<file path="config.mk">
export PLATFORM = sky130hd
export DESIGN_NAME = fld_lock_detect
export DESIGN_NICKNAME = d
export VERILOG_FILES = /design/src/rtl/fld_pkg.sv /design/src/rtl/fld_phase_tracker.sv /design/src/rtl/fld_candidate_vote.sv /design/src/rtl/fld_lock_ctrl.sv /design/src/rtl/fld_lock_detect.sv
export SDC_FILE = /design/constraint.sdc
export NUM_CORES = 1
export LEC_CHECK = 0
export ABC_AREA = 1
export BUFFER_PORTS_ARGS = -buffer_cell sky130_fd_sc_hd__buf_2
export CAP_MARGIN = 25
export CELL_PAD_IN_SITES_DETAIL_PLACEMENT = 1
export CELL_PAD_IN_SITES_GLOBAL_PLACEMENT = 1
export CORE_ASPECT_RATIO = 1.5
export CORE_UTILIZATION = 46
export DETAILED_ROUTE_END_ITERATION = 7
export HOLD_SLACK_MARGIN = 0.12
export PLACE_DENSITY = 0.79
export SYNTH_ARGS = -nofsm -noshare
export SYNTH_HDL_FRONTEND = slang
export SYNTH_SLANG_ARGS = --single-unit
</file>
<file path="constraint.sdc">
create_clock -name clk -period 9.8 [get_ports clk]
set_input_delay 1.47 -clock clk [delete_from_list [all_inputs] [get_ports clk]]
set_output_delay 1.47 -clock clk [all_outputs]
set_load 0.1 [all_outputs]
</file>
<file path="src/rtl/fld_pkg.sv">
package fld_pkg;

    // Search/track state of the lock controller.
    typedef enum logic {
        ST_SEARCH = 1'b0,
        ST_LOCKED = 1'b1
    } fld_state_e;

endpackage

</file>
<file path="src/rtl/fld_phase_tracker.sv">
// Per-phase run counter of consecutive frames showing a rising step.
module fld_phase_tracker #(
    parameter int QUAL_FRAMES = 16,
    parameter int PHASE       = 0,
    parameter int PW          = 4
) (
    input  logic          clk,
    input  logic          rst,
    input  logic [PW-1:0] pos,
    input  logic          edge_seen,
    input  logic          clear,
    output logic          qual_next
);
    localparam int            CW      = $clog2(QUAL_FRAMES + 1);
    localparam logic [CW-1:0] QUAL_V  = CW'(QUAL_FRAMES);
    localparam logic [PW-1:0] PHASE_V = PW'(PHASE);

    typedef struct packed {
        logic [CW-1:0] cnt;
    } trk_t;

    trk_t st_d, st_q;
    logic eval;

    always_comb begin
        st_d = st_q;
        eval = (pos == PHASE_V);
        if (clear) begin
            st_d.cnt = '0;
        end else if (eval) begin
            if (edge_seen) begin
                if (st_q.cnt != QUAL_V) begin
                    st_d.cnt = st_q.cnt + CW'(1);
                end
            end else begin
                st_d.cnt = '0;
            end
        end
        qual_next = (st_d.cnt == QUAL_V);
    end

    always_ff @(posedge clk) begin
        if (rst) begin
            st_q <= '0;
        end else begin
            st_q <= st_d;
        end
    end

    // a frame missing the step at this phase restarts the run
    assert_miss_restarts_R2: assert property (@(posedge clk) disable iff (rst)
        (eval && !edge_seen) |=> (st_q.cnt == '0));

    // the run counter never passes the qualification count
    assert_no_overflow_R2: assert property (@(posedge clk) disable iff (rst)
        st_q.cnt <= QUAL_V);

endmodule

</file>
<file path="src/rtl/fld_candidate_vote.sv">
// Counts qualifying phases and picks the lowest one.
module fld_candidate_vote #(
    parameter int N    = 12,
    parameter int PW   = 4,
    parameter int CNTW = 4
) (
    input  logic [N-1:0]    qual_vec,
    output logic [CNTW-1:0] n_qual,
    output logic [PW-1:0]   first_idx
);
    always_comb begin
        n_qual    = '0;
        first_idx = '0;
        for (int i = N - 1; i >= 0; i--) begin
            if (qual_vec[i]) begin
                n_qual    = n_qual + CNTW'(1);
                first_idx = PW'(i);
            end
        end
    end

endmodule

</file>
<file path="src/rtl/fld_lock_ctrl.sv">
// Position counter, rising-step detection and the search/lock decision.
module fld_lock_ctrl
    import fld_pkg::*;
#(
    parameter int FRAME_LEN   = 12,
    parameter int MISS_FRAMES = 4,
    parameter int PW          = 4,
    parameter int CNTW        = 4
) (
    input  logic            clk,
    input  logic            rst,
    input  logic            bit_in,
    input  logic [CNTW-1:0] n_qual,
    input  logic [PW-1:0]   first_idx,
    output logic [PW-1:0]   pos,
    output logic            edge_seen,
    output logic            clear_all,
    output logic            locked,
    output logic            false_flag,
    output logic [PW-1:0]   phase
);
    localparam int            MW     = $clog2(MISS_FRAMES + 1);
    localparam logic [PW-1:0] LAST   = PW'(FRAME_LEN - 1);
    localparam logic [MW-1:0] MISS_L = MW'(MISS_FRAMES - 1);

    typedef struct packed {
        logic [PW-1:0] pos;
        logic          prev;
        fld_state_e    st;
        logic [PW-1:0] phase;
        logic [MW-1:0] miss;
        logic          fl;
    } ctl_t;

    ctl_t st_d, st_q;
    logic frame_end;
    logic at_lock;
    logic miss_drop;

    always_comb begin
        st_d      = st_q;
        clear_all = 1'b0;
        miss_drop = 1'b0;
        edge_seen = !st_q.prev && bit_in;
        frame_end = (st_q.pos == LAST);
        at_lock   = (st_q.st == ST_LOCKED) && (st_q.pos == st_q.phase);

        st_d.prev = bit_in;
        st_d.pos  = frame_end ? '0 : st_q.pos + PW'(1);

        if (at_lock) begin
            if (edge_seen) begin
                st_d.miss = '0;
            end else if (st_q.miss == MISS_L) begin
                miss_drop = 1'b1;
            end else begin
                st_d.miss = st_q.miss + MW'(1);
            end
        end

        if (miss_drop) begin
            st_d.st   = ST_SEARCH;
            st_d.miss = '0;
            st_d.fl   = 1'b0;
            clear_all = 1'b1;
        end else if (frame_end) begin
            case (st_q.st)
                ST_SEARCH: begin
                    if (n_qual == CNTW'(1)) begin
                        st_d.st    = ST_LOCKED;
                        st_d.phase = first_idx;
                        st_d.miss  = '0;
                        st_d.fl    = 1'b0;
                    end else if (n_qual >= CNTW'(2)) begin
                        st_d.fl = 1'b1;
                    end else begin
                        st_d.fl = 1'b0;
                    end
                end
                ST_LOCKED: begin
                    if (n_qual != '0) begin
                        st_d.st   = ST_SEARCH;
                        st_d.fl   = 1'b1;
                        st_d.miss = '0;
                    end
                end
                default: st_d.st = ST_SEARCH;
            endcase
        end

        pos        = st_q.pos;
        locked     = (st_q.st == ST_LOCKED);
        false_flag = st_q.fl;
        phase      = st_q.phase;
    end

    always_ff @(posedge clk) begin
        if (rst) begin
            st_q      <= '0;
            st_q.prev <= 1'b1;
            st_q.st   <= ST_SEARCH;
        end else begin
            st_q <= st_d;
        end
    end

    // lock and the false-lock flag exclude each other
    assert_flags_exclusive_R10: assert property (@(posedge clk) disable iff (rst)
        !(locked && false_flag));

    // lock only rises after a frame-end decision with one candidate
    assert_lock_entry_R3: assert property (@(posedge clk) disable iff (rst)
        $rose(locked) |-> $past(frame_end && (n_qual == CNTW'(1))));

    // the false-lock flag only rises when several phases qualify
    assert_false_entry_R4: assert property (@(posedge clk) disable iff (rst)
        $rose(false_flag) |-> $past(frame_end && (n_qual != '0)));

    // the last allowed miss at the locked phase drops lock
    assert_miss_drop_R7: assert property (@(posedge clk) disable iff (rst)
        (at_lock && !edge_seen && (st_q.miss == MISS_L)) |=> !locked);

    // the reported phase holds while lock stays on
    assert_phase_hold_R1: assert property (@(posedge clk) disable iff (rst)
        (locked && $past(locked)) |-> $stable(phase));

    // the position counter stays inside the frame
    assert_pos_range_R1: assert property (@(posedge clk) disable iff (rst)
        pos <= LAST);

endmodule

</file>
<file path="src/rtl/fld_lock_detect.sv">
// Top: per-phase trackers, candidate vote and lock controller.
module fld_lock_detect #(
    parameter int FRAME_LEN   = 12,
    parameter int QUAL_FRAMES = 16,
    parameter int MISS_FRAMES = 4,
    parameter int PW          = $clog2(FRAME_LEN)
) (
    input  logic          clk,
    input  logic          rst,
    input  logic          bit_in,
    output logic          lock_o,
    output logic          false_lock_o,
    output logic [PW-1:0] phase_o
);
    localparam int CNTW = $clog2(FRAME_LEN + 1);

    logic [PW-1:0]        pos;
    logic                 edge_seen;
    logic                 clear_all;
    logic                 locked;
    logic                 false_flag;
    logic [PW-1:0]        phase;
    logic [FRAME_LEN-1:0] qual_next;
    logic [FRAME_LEN-1:0] qual_masked;
    logic [CNTW-1:0]      n_qual;
    logic [PW-1:0]        first_idx;

    for (genvar g = 0; g < FRAME_LEN; g++) begin : g_trk
        fld_phase_tracker #(
            .QUAL_FRAMES(QUAL_FRAMES),
            .PHASE      (g),
            .PW         (PW)
        ) trk_i (
            .clk      (clk),
            .rst      (rst),
            .pos      (pos),
            .edge_seen(edge_seen),
            .clear    (clear_all),
            .qual_next(qual_next[g])
        );
    end

    // While locked only the other phases compete.
    always_comb begin
        for (int i = 0; i < FRAME_LEN; i++) begin
            qual_masked[i] = qual_next[i] && !(locked && (phase == PW'(i)));
        end
    end

    fld_candidate_vote #(
        .N   (FRAME_LEN),
        .PW  (PW),
        .CNTW(CNTW)
    ) vote_i (
        .qual_vec (qual_masked),
        .n_qual   (n_qual),
        .first_idx(first_idx)
    );

    fld_lock_ctrl #(
        .FRAME_LEN  (FRAME_LEN),
        .MISS_FRAMES(MISS_FRAMES),
        .PW         (PW),
        .CNTW       (CNTW)
    ) ctrl_i (
        .clk       (clk),
        .rst       (rst),
        .bit_in    (bit_in),
        .n_qual    (n_qual),
        .first_idx (first_idx),
        .pos       (pos),
        .edge_seen (edge_seen),
        .clear_all (clear_all),
        .locked    (locked),
        .false_flag(false_flag),
        .phase     (phase)
    );

    assign lock_o       = locked;
    assign false_lock_o = false_flag;
    assign phase_o      = phase;

    // the reported phase is a real frame position
    assert_phase_range_R1: assert property (@(posedge clk) disable iff (rst)
        lock_o |-> (phase_o < PW'(FRAME_LEN)));

endmodule

</file>
[After elaboration in Yosys (flattened, before gate mapping)]
Index checks and enable logic that the tools add are counted.
Operators by class
  add/sub/neg operators: 25
  mux-type cells: 87
  equal/unequal tests: 50
  bitwise gates (word level): 2
  magnitude comparators: 1
  reductions and logical operators: 46
Operators by type and width (count)
  $mux W5: 48
  $mux W4: 25
  $add A5 B1 Y5 const B: 12
  $eq A5 B5 Y1 const B: 12
  $ne A5 B5 Y1 const B: 12
  $add A4 B1 Y4 const B: 11
  $eq A4 B3 Y1 const B: 8
  $eq A4 B4 Y1 const B: 8
  $logic_and A1 B1 Y1: 26
  $eq A4 B2 Y1 const B: 4
  $logic_not A1 Y1: 13
  $eq A4 B1 Y1 const B: 3
  $mux W3: 3
  $logic_not A4 Y1: 2
  $mux W1: 8
  $mux W8: 1
  $pmux W4 S2: 1
  $eq A4 B4 Y1: 1
  $ge A4 B2 Y1 const B: 1
  $reduce_and A4 Y1: 1
  $reduce_bool A4 Y1: 1
  $reduce_or A2 Y1: 2
  $add A3 B1 Y3 const B: 1
  $eq A3 B2 Y1 const B: 1
  5 further kinds: 6
Word-level totals
  bits in registers: 74
  word-level logic and storage cells: 229

[Longest topological paths before layout]
  word-level depth: 36
  depth in mapped cells: 52
  mapped depth without buffers: 52

[By module]
A second synthesis with hierarchy kept.
Unflattened totals
  cell total of the unflattened synthesis: 1239
  area total of the unflattened synthesis: 7557.2 µm²
Modules (own cells, without submodules)
  fld_phase_tracker (g_trk[10].trk_i ...): area an instance 406.6 µm², instances 5, seq. area each 100.1 µm², cells an instance 63
  fld_phase_tracker (g_trk[1].trk_i ...): area an instance 421.7 µm², instances 4, seq. area each 100.1 µm², cells an instance 71
  fld_candidate_vote: area an instance 1561.5 µm², instances 1, seq. area each 0.0 µm², cells an instance 284
  fld_lock_ctrl: area an instance 855.8 µm², instances 1, seq. area each 280.3 µm², cells an instance 122
  fld_phase_tracker (g_trk[11].trk_i ...): area an instance 396.6 µm², instances 2, seq. area each 100.1 µm², cells an instance 60
  fld_phase_tracker (g_trk[0].trk_i): area an instance 397.9 µm², instances 1, seq. area each 100.1 µm², cells an instance 59
  fld_lock_detect: area an instance 229.0 µm², instances 1, seq. area each 0.0 µm², cells an instance 55

[Worst setup path before layout]
OpenSTA, ideal clock, no wires.
  path kind: input to register
  start point: in bit_in
  end point: reg ctrl_i.st_q[1] (netlist bit)
  setup slack: 1.960 ns
  required time: 9.689 ns
  arrival time: 7.729 ns
  library setup time: 0.111 ns
  buffers on the path: 1
  stages: 44
  cells stage by stage: nand2_1 > inv_2 > nor2_1 > nand4_2 > buf_6 > nand3_1 > nand3_2 > ha_1 > nand3_1 > nand2_2 > inv_1 > ha_1 > or2_1 > nand2_1 > inv_1 > ha_1 > nand2_1 > nand2_1 > (+8 left out) > ha_1 > or2_2 > nand2_1 > xnor2_1 > o21ai_0 > ha_1 > or2_2 > nand2_1 > inv_2 > ha_1 > nand2_1 > o21ai_0 > nor2_1 > nand3_1 > nand2_1 > nand3_1 > nand2_1 > nor2_1
Between the ends
  word-level cells in the longest chain between the ends: 34
Ends and longest elaborated chain
  start, declared: line fld_lock_detect.sv:10  | input logic bit_in,
  $logic_and A1 B1 Y1 (*): line fld_lock_ctrl.sv:44  | edge_seen = !st_q.prev && bit_in;
  $mux W1: line fld_lock_ctrl.sv:52  | if (edge_seen) begin
  $mux W1: line fld_lock_ctrl.sv:51  | if (at_lock) begin
  $mux W1: line fld_lock_ctrl.sv:61  | if (miss_drop) begin
  $mux W5: line fld_phase_tracker.sv:28  | if (clear) begin
  $eq A5 B5 Y1: line fld_phase_tracker.sv:39  | qual_next = (st_d.cnt == QUAL_V);
  $logic_and A1 B1 Y1: line fld_lock_detect.sv:46  | qual_masked[i] = qual_next[i] && !(locked && (phase == PW'(i)));
  $mux W1: line fld_candidate_vote.sv:15  | if (qual_vec[i]) begin
  (+18 left out)
  $add A4 B1 Y4: line fld_candidate_vote.sv:16  | n_qual = n_qual + CNTW'(1);
  $mux W4: line fld_candidate_vote.sv:15
  $add A4 B1 Y4: line fld_candidate_vote.sv:16
  $mux W4: line fld_candidate_vote.sv:15
  $eq A4 B1 Y1 or $reduce_bool A4 Y1 (tied branches): line fld_lock_ctrl.sv:69, fld_lock_ctrl.sv:81
  $mux W8 or $mux W4 (tied branches): line fld_lock_ctrl.sv:69, fld_lock_ctrl.sv:81
  $pmux W4 S2: line fld_lock_ctrl.sv:67  | case (st_q.st)
  $mux W4: line fld_lock_ctrl.sv:66  | end else if (frame_end) begin
  end signal, assigned: line fld_lock_ctrl.sv:103  | st_q <= st_d;
  end, declared: line fld_lock_ctrl.sv:35  | ctl_t st_d, st_q;
Mark *: on every way between the ends. The rest lies on a longest branch, timed or not. The select of a mux whose other input is x is not followed.
A chain may end at the register's enable or synchronous reset.

[Worst setup path after layout]
Same ends and word-level chain as after synthesis.

==> summary.md <==
| Metric | Value |
|---|---|
| CTS tree | `yes` |
| Leakage | `3.150 nW` |
| Post-Route WL | `18.00 mm` |
| Post-Syn Nets | `1,036` |
| Layout cells sized above 1 | `0.1060` |
| Fmax achieved | `118.9 MHz` |
| Worst-path fanout max | `17` |
| Die area | `13,910 um2` |
| Fin. Hold Viols | `0` |
| Class of the tightest hold or removal check | `reg -> reg` |
| Commonest cells post-synth | `247 x nand2_1, 140 x inv_1, 135 x nor2_1` |
| Initial antenna violation count | `0` |
| Setup Skew | `0.006253 ns` |
| Post-synth top flop | `dfxtp_1` |
| Worst hold path endpoint | `ctrl_i.st_q[3]$_SDFF_PP0_` |
| Initial Util | `0.4746` |
| IO buf count | `8` |
| Worst skew pair latency | `0.34 ns` |
| # IOs | `9` |
| Htree depth | `3` |
| Max cap viols | `0` |
| Status | `completed` |
| Vias per cell | `5.407` |
| Post-synthesis sequential area ratio | `0.2398` |
| Final Max Tran Viols | `0` |
| DR WL/cell | `15.53 um` |
| CTS Buffer Depth | `2` |
| Worst-Margin Slew | `0.9338 ns` |
| Relative slew slack | `0.3736` |
| Final nets | `1,038` |
| Antenna-violating nets left | `0` |
| R2r setup slk | `2.02 ns` |
| Final Total Pwr | `0.7495 mW` |
| GRT met2 Usage | `0.5215` |
| First-pass GRT wire length | `29.67 mm` |
| Post-synthesis register bit count | `74` |
| Cell taking the most area after synthesis | `dfxtp_1` |
| DRC Markers | `0` |
| Setup ws final | `1.391 ns` |
| Grt peak-use layer | `met2` |
| Post-Syn Area per Cell | `6.216 um2` |
| R2R depth | `45` |
| Initial DRC Count | `189` |
| Share of the synthesized area in the top cell type | `0.2398` |
| WS Path Type | `in -> reg` |
| Ratio of final minimum period to clock period | `0.8581` |
| Max incr delay on CP | `0.33 ns` |
| Clock transition at path regs | `0.06 ns` |
| Slowest stage cell, crit path | `nand4_2` |
| Chip width | `96.63 um` |
| Final Util | `0.5063` |
| Hold_buf cts | `0` |
| Required @ worst endpoint | `10.03 ns` |
| Crit-path most repeated cell | `nand2_1` |
| Synth warn | `0` |
| RR Startpoint | `ctrl_i.pos[0]$_SDFF_PP0_` |
| Number of global-route vias before repair | `6,316` |
| Cell variety after synth | `54` |
| Via Count | `6,267` |
| Synth-to-layout area growth | `6.683%` |
| VDD IR max | `0.07002 mV` |
| RSZ-0062 raised after global routing | `false` |
| Drt pass-1 iters | `4` |
| Placer Congestion | `0.8464` |
| TNS Setup | `0 ns` |
| Fraction of registers with async set/reset | `0` |
| Hold Crit Depth | `4` |
| GRT overflow | `0` |
| CORE AREA | `13,020 um2` |
| Final HPWL DP | `13.64 mm` |
| Grt met1 use | `0.2894` |
| Die Y | `143.9 um` |
| Cts bufs inserted | `9` |
| Hold path startpoint | `ctrl_i.st_q[3]$_SDFF_PP0_` |
| Diode count | `0` |
| # rows | `51` |
| Worst endpoint data arrival time | `8.64 ns` |
| Number of flops mapped to enable cells by yosys | `0` |
| Pre-CTS WS | `1.097 ns` |
| Post-CTS Resized | `0` |
| Fillers | `1,847` |
| Largest net degree at the start of global routing | `40` |
| Most frequent cell after synthesis | `nand2_1` |
| Mapped cell area | `6178 um2` |
| Clock Tree Root | `clkbuf_16` |
| Ranking of synthesized cells by area | `dfxtp_1 24%, nand2_1 15%, inv_1 8.5%` |
| Tot GR Track Use | `0.2657` |
| Startpoint types | `input port` |
| Critical path endpoint category | `flip-flop` |
| Final Setup Violations | `0` |
| Met3 usage | `0.03064` |
| Clock sink total | `74` |
| Post-Syn Instances | `994` |
| Reg2reg end | `ctrl_i.st_q[1]$_SDFF_PP0_` |
| Cell Pwr Density | `113.7 nW/um2` |
| Min Tclk post-route | `8.409 ns` |
| Post-CTS setup buffers | `0` |
## cell type report
type / instances / area [um2] / share of cell area
Timing Repair Buffer: 12 / 70.07 / 0.01063
Multi-Input combinational cell: 750 / 4011 / 0.6086
Clock buffer: 10 / 239.0 / 0.03626
Sequential cell: 74 / 1481 / 0.2248
Inverter: 149 / 559.3 / 0.08485
Clock inverter: 5 / 31.28 / 0.004746
Tap cell: 159 / 198.9 / 0.03018
## power by group
part / internal [mW] / leakage (nW) / switching (mW) / total (mW)
clock network: 0.176 / 0.134 / 0.135 / 0.311
registers: 0.308 / 0.599 / 0.00830 / 0.316
logic: 0.0390 / 2.42 / 0.0835 / 0.122
## cells in the final DEF (no fill, tap or decap), drive strengths merged
| cell type | instances |
|---|---|
| a31oi | 3 |
| o31ai | 6 |
| clkbuf | 10 |
| dfxtp | 74 |
| nand3b | 2 |
| o221a | 1 |
| xor2 | 11 |
| ha | 39 |
| nand3 | 115 |
| a211o | 1 |
| o21ai | 38 |
| o211ai | 6 |
| nor4 | 6 |
| o21a | 3 |
| o22ai | 1 |
| clkinv | 5 |
| a31o | 1 |
| a21boi | 3 |
| buf | 12 |
| nor2 | 150 |
| xnor2 | 6 |
| a311oi | 1 |
| o31a | 3 |
| o221ai | 1 |
| nand4 | 33 |
| nand2 | 274 |
| mux2i | 1 |
| a21oi | 20 |
| a221o | 1 |
| nor3 | 17 |
| and2 | 1 |
| or2 | 6 |
| clkinvlp | 1 |
| inv | 148 |
## cells by family after synthesis
family,Yosys count,synth area share
and+or+nand+nor,604,0.4532
buffers and inverters,170,0.1110
AOI/OAI and AO/OA,89,0.09012
DFF,74,0.2398
adders and majority gates,39,0.07898
xor gates and xnor gates,17,0.02531
muxes,1,0.001620
## through the flow
stage | cells | instance area, um2 | hold WS [ns]
after floorplan | 994 | 6178 | 0.4558
after global placement | 1144 | 6321 | 0.4938
after detailed placement | 1144 | 6321 | 0.5048
after CTS | 1159 | 6591 | 0.5306
after global routing | 1159 | 6591 | 0.5481
final | 1159 | 6591 | 0.5322
## critical path: cells and delay by family
kind,cells,cell delay [ns]
AND/OR/NAND/NOR,26,3.89
adder cells (fa/ha/maj),8,2.22
AO/OA/AOI/OAI,3,0.46
buffers and inverters,6,0.45
XOR/XNOR,1,0.12
## per-layer routing
metal  up-vias  part of all wire
met3        26             0.022
met1      2986              0.43
li1       3199                 -
met2        56              0.52
met4         0             0.024
met5         -                 0
## how the worst max path moves through the flow
| stage | start | to | cells after the start |
|---|---|---|---|
| after floorplan | bit_in | ctrl_i.st_q[1]$_SDFF_PP0_ | 44 |
| after global placement | bit_in | ctrl_i.st_q[2]$_SDFF_PP0_ | 44 |
| after detailed placement | bit_in | ctrl_i.st_q[1]$_SDFF_PP0_ | 44 |
| after CTS | bit_in | ctrl_i.st_q[1]$_SDFF_PP0_ | 44 |
| after global routing | bit_in | ctrl_i.st_q[1]$_SDFF_PP0_ | 44 |
| final | bit_in | ctrl_i.st_q[1]$_SDFF_PP0_ | 44 |
## state kept, by name, summed over array words and instances, names as in the netlist
register           flops
ctrl_i.false_flag      1
ctrl_i.locked          1
ctrl_i.phase           4
ctrl_i.pos             4
ctrl_i.st_q            4
g_trk.trk_i.st_q      60
(Power assumes the default switching activity.)
